$ cat config.mk
export PLATFORM = sky130hd
export DESIGN_NAME = adc_trig_cmp
export DESIGN_NICKNAME = d
export VERILOG_FILES = /design/src/rtl/adc_trig_pkg.sv /design/src/rtl/adc_trig_shadow.sv /design/src/rtl/adc_trig_gate.sv /design/src/rtl/adc_trig_fire.sv /design/src/rtl/adc_trig_cmp.sv
export SDC_FILE = /design/constraint.sdc
export NUM_CORES = 1
export LEC_CHECK = 0
export ABC_AREA = 1
export CAP_MARGIN = 20
export CELL_PAD_IN_SITES_DETAIL_PLACEMENT = 0
export CELL_PAD_IN_SITES_GLOBAL_PLACEMENT = 1
export CORE_UTILIZATION = 47
export DETAILED_ROUTE_END_ITERATION = 8
export DONT_BUFFER_PORTS = 1
export PLACE_DENSITY_LB_ADDON = 0.1
export RECOVER_POWER = 100
export SYNTH_ARGS = -nofsm -noshare
export SYNTH_HDL_FRONTEND = slang
export SYNTH_SLANG_ARGS = --single-unit
$ cat constraint.sdc
create_clock -name clk -period 2.8 [get_ports clk]
set_input_delay 0.14 -clock clk [delete_from_list [all_inputs] [get_ports clk]]
set_output_delay 0.14 -clock clk [all_outputs]
set_load 0.02 [all_outputs]
$ cat src/rtl/adc_trig_pkg.sv
package adc_trig_pkg;

    typedef enum logic [1:0] {
        XFER_NONE   = 2'b00,
        XFER_CREST  = 2'b01,
        XFER_TROUGH = 2'b10,
        XFER_BOTH   = 2'b11
    } xfer_mode_e;

    typedef enum logic {
        TRG_IDLE  = 1'b0,
        TRG_PULSE = 1'b1
    } trg_state_e;

    typedef enum logic {
        GATE_SHUT = 1'b0,
        GATE_OPEN = 1'b1
    } gate_state_e;

    localparam int NUM_EVENTS = 2;
    localparam int EV_CREST   = 0;
    localparam int EV_TROUGH  = 1;

endpackage

$ cat src/rtl/adc_trig_shadow.sv
module adc_trig_shadow
    import adc_trig_pkg::*;
#(
    parameter int W = 16
) (
    input  logic         clk,
    input  logic         rst_n,
    input  logic         wr_en,
    input  logic [W-1:0] wr_data,
    input  logic [1:0]   mode,
    input  logic         crest_stb,
    input  logic         trough_stb,
    output logic [W-1:0] cmp_q
);

    logic [W-1:0] buf_q;
    logic [W-1:0] buf_next;
    logic         xfer;
    xfer_mode_e   mode_e;

    assign mode_e   = xfer_mode_e'(mode);
    assign buf_next = wr_en ? wr_data : buf_q;

    // transfer event decode
    always_comb begin
        unique case (mode_e)
            XFER_NONE:   xfer = 1'b0;
            XFER_CREST:  xfer = crest_stb;
            XFER_TROUGH: xfer = trough_stb;
            XFER_BOTH:   xfer = crest_stb | trough_stb;
            default:     xfer = 1'b0;
        endcase
    end

    always_ff @(posedge clk) begin
        if (!rst_n) begin
            buf_q <= '0;
        end else begin
            buf_q <= buf_next;
        end
    end

    // a write in the transfer cycle goes straight through
    always_ff @(posedge clk) begin
        if (!rst_n) begin
            cmp_q <= '0;
        end else if (xfer) begin
            cmp_q <= buf_next;
        end
    end

endmodule

$ cat src/rtl/adc_trig_gate.sv
module adc_trig_gate
    import adc_trig_pkg::*;
(
    input  logic                  clk,
    input  logic                  rst_n,
    input  logic [NUM_EVENTS-1:0] ev_stb,
    input  logic [NUM_EVENTS-1:0] ev_unskip,
    input  logic [NUM_EVENTS-1:0] ev_link,
    output logic [NUM_EVENTS-1:0] gate_open,
    output logic                  pass
);

    for (genvar g = 0; g < NUM_EVENTS; g++) begin : g_ev
        gate_state_e state_q;
        gate_state_e state_d;

        always_comb begin
            state_d = state_q;
            unique case (state_q)
                GATE_SHUT: if (ev_stb[g] && ev_unskip[g])  state_d = GATE_OPEN;
                GATE_OPEN: if (ev_stb[g] && !ev_unskip[g]) state_d = GATE_SHUT;
                default:   state_d = GATE_SHUT;
            endcase
        end

        always_ff @(posedge clk) begin
            if (!rst_n) begin
                state_q <= GATE_SHUT;
            end else begin
                state_q <= state_d;
            end
        end

        assign gate_open[g] = (state_q == GATE_OPEN);
    end

    assign pass = &(~ev_link | gate_open);

endmodule

$ cat src/rtl/adc_trig_fire.sv
module adc_trig_fire
    import adc_trig_pkg::*;
#(
    parameter int W = 16
) (
    input  logic         clk,
    input  logic         rst_n,
    input  logic [W-1:0] cnt_val,
    input  logic [W-1:0] cmp_val,
    input  logic         cnt_up,
    input  logic         en_up,
    input  logic         en_down,
    input  logic         pass,
    output logic         start
);

    trg_state_e state_q;
    trg_state_e state_d;
    logic       hit;
    logic       dir_ok;

    assign dir_ok = cnt_up ? en_up : en_down;
    assign hit    = (cnt_val == cmp_val) && dir_ok && pass;

    // next-state process
    always_comb begin
        state_d = state_q;
        unique case (state_q)
            TRG_IDLE:  if (hit)  state_d = TRG_PULSE;
            TRG_PULSE: if (!hit) state_d = TRG_IDLE;
            default:   state_d = TRG_IDLE;
        endcase
    end

    // state register
    always_ff @(posedge clk) begin
        if (!rst_n) begin
            state_q <= TRG_IDLE;
        end else begin
            state_q <= state_d;
        end
    end

    // output process
    always_comb begin
        unique case (state_q)
            TRG_PULSE: start = 1'b1;
            default:   start = 1'b0;
        endcase
    end

endmodule

$ cat src/rtl/adc_trig_cmp.sv
module adc_trig_cmp
    import adc_trig_pkg::*;
#(
    parameter int CNT_W = 16
) (
    input  logic             clk,
    input  logic             rst_n,
    input  logic [CNT_W-1:0] cnt_val,
    input  logic             cnt_up,
    input  logic             crest_stb,
    input  logic             trough_stb,
    input  logic             buf_wr,
    input  logic [CNT_W-1:0] buf_wdata,
    input  logic [1:0]       xfer_mode,
    input  logic             en_up,
    input  logic             en_down,
    input  logic             link_crest,
    input  logic             link_trough,
    input  logic             crest_unskip,
    input  logic             trough_unskip,
    output logic             adc_start
);

    logic [CNT_W-1:0]      cmp_q;
    logic [NUM_EVENTS-1:0] gate_open;
    logic                  gate_pass;

    adc_trig_shadow #(.W(CNT_W)) u_shadow (
        .clk        (clk),
        .rst_n      (rst_n),
        .wr_en      (buf_wr),
        .wr_data    (buf_wdata),
        .mode       (xfer_mode),
        .crest_stb  (crest_stb),
        .trough_stb (trough_stb),
        .cmp_q      (cmp_q)
    );

    adc_trig_gate u_gate (
        .clk       (clk),
        .rst_n     (rst_n),
        .ev_stb    ({trough_stb, crest_stb}),
        .ev_unskip ({trough_unskip, crest_unskip}),
        .ev_link   ({link_trough, link_crest}),
        .gate_open (gate_open),
        .pass      (gate_pass)
    );

    adc_trig_fire #(.W(CNT_W)) u_fire (
        .clk     (clk),
        .rst_n   (rst_n),
        .cnt_val (cnt_val),
        .cmp_val (cmp_q),
        .cnt_up  (cnt_up),
        .en_up   (en_up),
        .en_down (en_down),
        .pass    (gate_pass),
        .start   (adc_start)
    );

endmodule

# Word-level counts from Yosys, hierarchy flattened
# Index checks and enable logic that the tools add are counted.
# totals
register_bits	35
word_cells	35
# classes
muxes	11
reduce_logical	10
n_bitwise	5
n_eq_ne	4
# ops
operator	n
== test 16 bit	1
2-to-1 mux 16 bit	1
2-to-1 mux 1 bit	7
logical AND 1 bit	6
== test 2 bit (second input constant)	2
one-hot mux 1 bit (2 select lines)	2
one-hot mux 1 bit (4 select lines)	1
== test 2 x 1 -> 1 bit (second input constant)	1
zero test 1 bit	2
zero test 2 bit	1
inverter 1 bit	2
inverter 2 bit	1
OR 2 bit	1
AND reduction 2 bit	1
OR 1 bit	1

# Depth between registers and ports, before layout
# Gate-level depths: netlist of the first run.
# logic_depth
word_depth	5
ltp_mapped	8

# Modules after synthesis
# A second synthesis of the first run with hierarchy kept.
# unflattened
cells_unflattened	290
hier_area_um2	1833.0
# modules_own_cells
module	area_per_inst_um2	cells_each	n_inst
adc_trig_shadow	1376.3	191	1
adc_trig_fire	344.1	80	1
adc_trig_gate	112.6	19	1

# Least setup slack after synthesis of the first run
# No wires, ideal clock.
# synth_timing
path_kind	input to register
start	in buf_wr
end	reg u_shadow.cmp_q[13]
path_buffers	2
t_arrival_ns	0.780
stages	5
setup_ns	0.122
setup_slack_ns	1.898
cell_sequence	buf_6 buf_12 mux2_4 inv_2 a21oi_2
# synth_via
elab_chain_len	1
# synth_lines
element	line	rtl
from (decl)	adc_trig_cmp.sv:12	input logic buf_wr,
2-to-1 mux 16 bit	adc_trig_shadow.sv:22	assign buf_next = wr_en ? wr_data : buf_q;
to (signal assigned)	adc_trig_shadow.sv:48	cmp_q <= buf_next;
to (decl)	adc_trig_shadow.sv:13	output logic [W-1:0] cmp_q
# No other way between the ends.
# A chain may end at the register's enable or synchronous reset.

==> flow_summary.yaml, run 1 <==
global_route:
  grt_pass1_vias: 1104
  gr-max-usage-layer: "met2"
  grtUsageMet3: 0.0828
  use_met1: 0.215
  grt_usage: 0.181
  grt_overflow: 0
  use_met2: 0.287
  grt_max_degree: 33
  grt_pass1_wl_mm: 4.82
  antenna_found_initial: 0
pwr:
  ir_drop_v: 0.000369
  leakagePower_uw: 0.000887
  power.total_uw: 1150
  power_density_mw_per_mm2: 611
status:
  outcome: "complete, no violations"
synthesis:
  yosysMostFrequentCell: "nand2_1"
  seq_area_frac_synth: 0.414
  netlist_area_mm2: 0.00169
  yosys.cell_types.count: 21
  async_reset_ff_frac: 0
  synth_top_cell_by_area: "dfxtp_1"
  synth_ff_type: "dfxtp_1"
  synthTopCellsByCount: "nand2_1, dfxtp_1, inv_1"
  synthesis.nets: 267
  synth.ff_latch_count: 35
  syn-instance-count: 221
  synth.area.top_cells: "dfxtp_1, nand2_1, mux2_4"
  ys_warn_count: 0
  yosys.area.top_type_share: 0.414
  avgSynthCellArea_um2: 7.65
  synth_edf_count: 0
setup_path:
  endpoint_kind: "register"
  r2r_setup_slack_ns: 1.59
  cp.arrival_ns: 1.44
  cp.buffers_inverters: 2
  cp_common_cell: "nor2_1"
  cp.required_ns: 3.03
  path_delay_family: "buffers and inverters"
  crit_fanout: 2
  crit_chain: "inv_1, nor2_1, a21oi_1, dlygate4sd3_1, nor2_1"
  startpoint_type: "register"
  cp_slowest_cell: "dlygate4sd3_1"
  r2r_cells: 5
  critPathMaxStageDelay_ns: 0.56
  worstSetupPathType: "reg -> reg"
clock_tree:
  cts_num_sinks: 35
  cts_buffers: 5
  htree_levels: 2
  clk_path_buf_depth: 2
  clock_tree.root_cell: "clkbuf_4"
  cts.reportedPaths.clkPinSlew_ns: 0.11
  cts_resized: 0
  tritoncts: "yes"
  clkLatencyLatePin_ns: 0.34
floorplan:
  coreArea_mm2: 0.00339
  dieArea_mm2: 0.00384
  die_h_um: 62.0
  pin_count: 47
  die_w_um: 62.0
  start_util: 0.499
  rows: 21
route:
  first_pass_iters: 4
  ant_nets: 0
  dr_total_vias: 1280
  drc_errors: 0
  routedWlPerCell_um: 11.2
  drt_iter0_drc: 38
  postRouteWirelength_mm: 3.08
  vias_per_cell: 4.67
place:
  place_congestion: 0.770
  portBuffers: 0
  dp_hpwl_mm: 2.18
timing:
  rsz0062_at_grt: "no"
  final_max_slew_viol_count: 0
  setup_viol: 0
  min_period_ns: 1.21
  totalNegativeSetupSlack_ns: 0
  finClkSkew_ns: 0.0118
  post-route-period-util: 0.433
  max_slew_margin: 0.674
  max_freq_ghz: 0.824
  worst_pin_slew_ns: 0.488
  hold_slack_ns: 0.0625
  final_hold_viol_count: 0
layout:
  syn_to_final_growth_pct: 10.8
  fillers: 322
  layout-drive-gt1-share: 0.162
  antennaDiodeCount: 0
  finalNetCount: 273
  fin_util: 0.553
worst_hold_path:
  min_path_cells: 3
  worst_hold_path.endpoint: "u_shadow.buf_q[7]"
  min-delay-start: "buf_wdata[7]"
  hold_path_class: "in -> reg"
run:
  drv_cap: 0
-- timing repair --
action                                 CTS  global route
hold buffers                             5             0
setup buffers                            0             0
endpoints found under the hold margin   18             0
-- stage by stage --
| stage | worst slack [ns] | instances | instance area (µm²) |
|---|---|---|---|
| after floorplan | 1.90 | 221 | 1690 |
| after global placement | 1.35 | 260 | 1690 |
| after detailed placement | 1.27 | 260 | 1690 |
| after CTS | 1.58 | 273 | 1850 |
| after global routing | 1.51 | 274 | 1870 |
| final | 1.59 | 274 | 1870 |
-- cells in the final DEF (no fill, tap or decap) --
| master | Yosys | final |
|---|---|---|
| buf_16 | 0 | 1 |
| mux2_4 | 10 | 10 |
| o21ai_0 | 18 | 18 |
| nand3_1 | 2 | 2 |
| a21oi_1 | 8 | 8 |
| clkinvlp_4 | 0 | 1 |
| nand4_1 | 1 | 1 |
| o211ai_1 | 1 | 1 |
| inv_2 | 11 | 1 |
| mux2_2 | 6 | 6 |
| inv_1 | 35 | 45 |
| a21oi_2 | 10 | 10 |
| dfxtp_1 | 35 | 35 |
| nand2_1 | 43 | 43 |
| clkbuf_4 | 0 | 5 |
| xor2_1 | 1 | 1 |
| xnor2_1 | 1 | 1 |
| nor2_1 | 31 | 31 |
| bufinv_16 | 0 | 2 |
| or2_2 | 1 | 1 |
| dlygate4sd3_1 | 0 | 5 |
-- report_power, final --
group	switching (µW)	internal, µW	total [µW]
clock	170	278	448
combinational	75.1	73.6	149
sequential	16.3	532	549
-- layer usage --
| metal | part of all wire | wire (µm) |
|---|---|---|
| met1 | 0.45 | 1390 |
| met5 | 0 | 0 |
| met3 | 0.072 | 223 |
| met4 | 0.016 | 48 |
| met2 | 0.46 | 1420 |
-- worst register-to-register path, delay by kind of cell (launching register included) --
family | cells | cell delay [ns]
flops | 1 | 0.31
compound gates | 1 | 0.09
buf+inv | 2 | 0.62
simple gates | 2 | 0.08
-- state kept, by name, indices dropped and copies added (netlist names), named ones only --
name	count
u_shadow.cmp_q	16
u_fire.state_q	1
u_shadow.buf_q	16
-- kinds of logic (layout without fill, tap and decap cells) --
| logic type | count (synthesis) | count (layout) | synth area share |
|---|---|---|---|
| flops | 35 | 35 | 0.414 |
| mux | 16 | 16 | 0.129 |
| xor+xnor | 2 | 2 | 0.0104 |
| compound gates | 37 | 37 | 0.133 |
| simple gates | 78 | 78 | 0.178 |
| buf+inv | 53 | 60 | 0.136 |
-- worst max path at each step --
stage	slack (ns)	end	startpoint	depth (start not counted)
floorplan	1.90	u_shadow.cmp_q[13]	buf_wr	5
global placement	1.35	u_shadow.cmp_q[13]	xfer_mode[1]	4
detailed placement	1.27	u_shadow.cmp_q[2]	xfer_mode[1]	4
CTS	1.58	register	register	5
global route	1.51	register	register	5
finish	1.59	register	register	5
-- layout make-up --
class                      count  area, µm²  share of cell area
timing repair buffer           6       77.6              0.0414
clock buffer                   5       37.5              0.0200
tap                           46       57.6              0.0307
multi-input combinational    133        761               0.406
inverter                      46        173              0.0921
clock inverter                 3       67.6              0.0360
sequential                    35        701               0.374
Note: power is estimated with default switching activity, not from simulation.
==> run 2: changes to the inputs <==
--- a/config.mk
+++ b/config.mk
@@ -9,7 +9,7 @@
 export CAP_MARGIN = 20
 export CELL_PAD_IN_SITES_DETAIL_PLACEMENT = 0
 export CELL_PAD_IN_SITES_GLOBAL_PLACEMENT = 1
-export CORE_UTILIZATION = 47
+export CORE_UTILIZATION = 40
 export DETAILED_ROUTE_END_ITERATION = 8
 export DONT_BUFFER_PORTS = 1
 export PLACE_DENSITY_LB_ADDON = 0.1
==> constraint.sdc (replaced) <==
create_clock -name clk -period 1.1 [get_ports clk]
set_input_delay 0.055 -clock clk [delete_from_list [all_inputs] [get_ports clk]]
set_output_delay 0.055 -clock clk [all_outputs]
set_load 0.02 [all_outputs]
==> run 2 against run 1 <==
Effect of this change:
- die area rose by 17%
- worst setup slack got worse by 1.4 ns
- wire length rose by 7.2%
==> flow_summary.yaml, run 2 (same netlist as run 1, synthesis figures left out) <==
status:
  outcome: "complete, no violations"
route:
  dr_total_vias: 1286
  postRouteWirelength_mm: 3.30
  routedWlPerCell_um: 11.8
  drc_errors: 0
  ant_nets: 0
  first_pass_iters: 4
  drt_iter0_drc: 25
  vias_per_cell: 4.58
pwr:
  ir_drop_v: 0.000790
  power.switching_uw: 699
  power_frac_comb: 0.137
  power.total_uw: 2680
  pwr-share-seq: 0.522
  p_int_uw: 1980
  leakagePower_uw: 0.000895
  swShare: 0.261
  clockPowerShare: 0.342
  power_density_mw_per_mm2: 1450
clock_tree:
  tritoncts: "yes"
  clock_tree.root_cell: "clkbuf_8"
  htree_levels: 2
  clk_path_buf_depth: 2
  postCtsSetupBuffers: 0
  cts_buffers: 5
  cts.reportedPaths.clkPinSlew_ns: 0.07
  clkLatencyLatePin_ns: 0.28
  cts_num_sinks: 35
setup_path:
  r2r_setup_slack_ns: 0.17
  startpoint_type: "register"
  crit_end: "u_fire.state_q"
  cp.required_ns: 1.29
  crit_path_start: "u_shadow.cmp_q[15]"
  rr_endpoint: "u_fire.state_q"
  r2r_cells: 5
  endpoint_kind: "register"
  worstSetupPathType: "reg -> reg"
  r2r_start: "u_shadow.cmp_q[15]"
  cp.arrival_ns: 1.12
  crit_fanout: 3
worst_hold_path:
  hold_path_class: "in -> reg"
  min-delay-start: "buf_wdata[0]"
place:
  place_congestion: 0.736
  portBuffers: 0
  dp_hpwl_mm: 2.37
  dp_cells: 267
  pre_cts_ws_ns: 0.173
timing:
  postLayoutSetupSlackWorst_ns: 0.170
  finClkSkew_ns: 0.00417
  hold_slack_ns: 0.0269
  min_period_ns: 0.930
  post-route-period-util: 0.846
  rsz0062_at_grt: "no"
  totalNegativeSetupSlack_ns: 0
  max_freq_ghz: 1.07
  final_max_slew_viol_count: 0
  setup_viol: 0
  max_slew_margin: 0.643
  worst_pin_slew_ns: 0.535
  final_hold_viol_count: 0
floorplan:
  die_h_um: 67.0
  start_util: 0.420
  dieArea_mm2: 0.00449
  coreArea_mm2: 0.00403
  die_w_um: 67.0
  pin_count: 47
  rows: 23
layout:
  layout-drive-gt1-share: 0.126
  syn_to_final_growth_pct: 9.10
  finalNetCount: 276
  final_cell_mix: "inv_1, nand2_1, dfxtp_1, nor2_1, o21ai_0"
  layoutNonFillerInstCount: 281
  antennaDiodeCount: 0
  mostFrequentLayoutCell: "inv_1"
  fillers: 428
  reg_top3: "u_shadow.buf_q (16), u_shadow.cmp_q (16), u_fire.state_q (1)"
global_route:
  grt_overflow: 0
  grt_usage: 0.170
  grt_max_degree: 21
  antenna_found_initial: 0
  grt_pass1_vias: 1278
  grt_pass1_wl_mm: 5.51
run:
  drv_cap: 0
[run 2: worst min path at each step]
stage / to / slack (ns) / cells past startpoint
2_1_floorplan: register / 0.19 / 2
3_3_place_gp: u_shadow.cmp_q[7] / 0.20 / 2
3_5_place_dp: u_shadow.cmp_q[7] / 0.20 / 2
4_1_cts: u_shadow.buf_q[1] / 0.02 / 3
5_1_grt: u_shadow.buf_q[1] / 0.03 / 3
6_report: u_shadow.buf_q[0] / 0.03 / 3
[run 2: per-stage QoR]
stage	instance area, µm²	util
floorplan	1690	-
global placement	1730	0.430
detailed placement	1730	0.430
CTS	1880	0.467
global route	1850	0.458
finish	1850	0.458
[run 2: layout make-up]
class / instances / area [µm²] / area share
multi-input cells: 133 / 723 / 0.392
flip-flops and latches: 35 / 701 / 0.380
inverters: 46 / 173 / 0.0936
repair buffers: 9 / 97.6 / 0.0529
clock buffers: 5 / 68.8 / 0.0373
well taps: 50 / 62.6 / 0.0339
clock inverters: 3 / 20.0 / 0.0108
[run 2: timing repair]
action	4_1_cts	5_1_grt
hold buffers	6	0
resized for setup	0	1
endpoints found under the setup margin	0	14
endpoints found under the hold margin	23	0
[run 2: worst max-delay path, cell delays in order, from the launching register on]
cell     delay (ns)
dfxtp_1        0.32
or2_2          0.29
nand3_1        0.08
nor2_1         0.04
nand2_1        0.07
nor2_1         0.04
[run 2: metal layers]
layer | GRT usage | share of wire | vias up
met5 | 0 | 0 | -
met4 | 0.0559 | 0.0094 | 0
met3 | 0.0668 | 0.078 | 5
met2 | 0.281 | 0.45 | 38
met1 | 0.197 | 0.46 | 558
li1 | - | - | 685
[run 2: power by group through the flow]
stage               combinational [µW]  sequential (µW)  clock (µW)
floorplan                          337             1410           0
global placement                   365             1420           0
detailed placement                 371             1430           0
CTS                                399             1400         952
global route                       424             1410        1000
finish                             365             1400         914
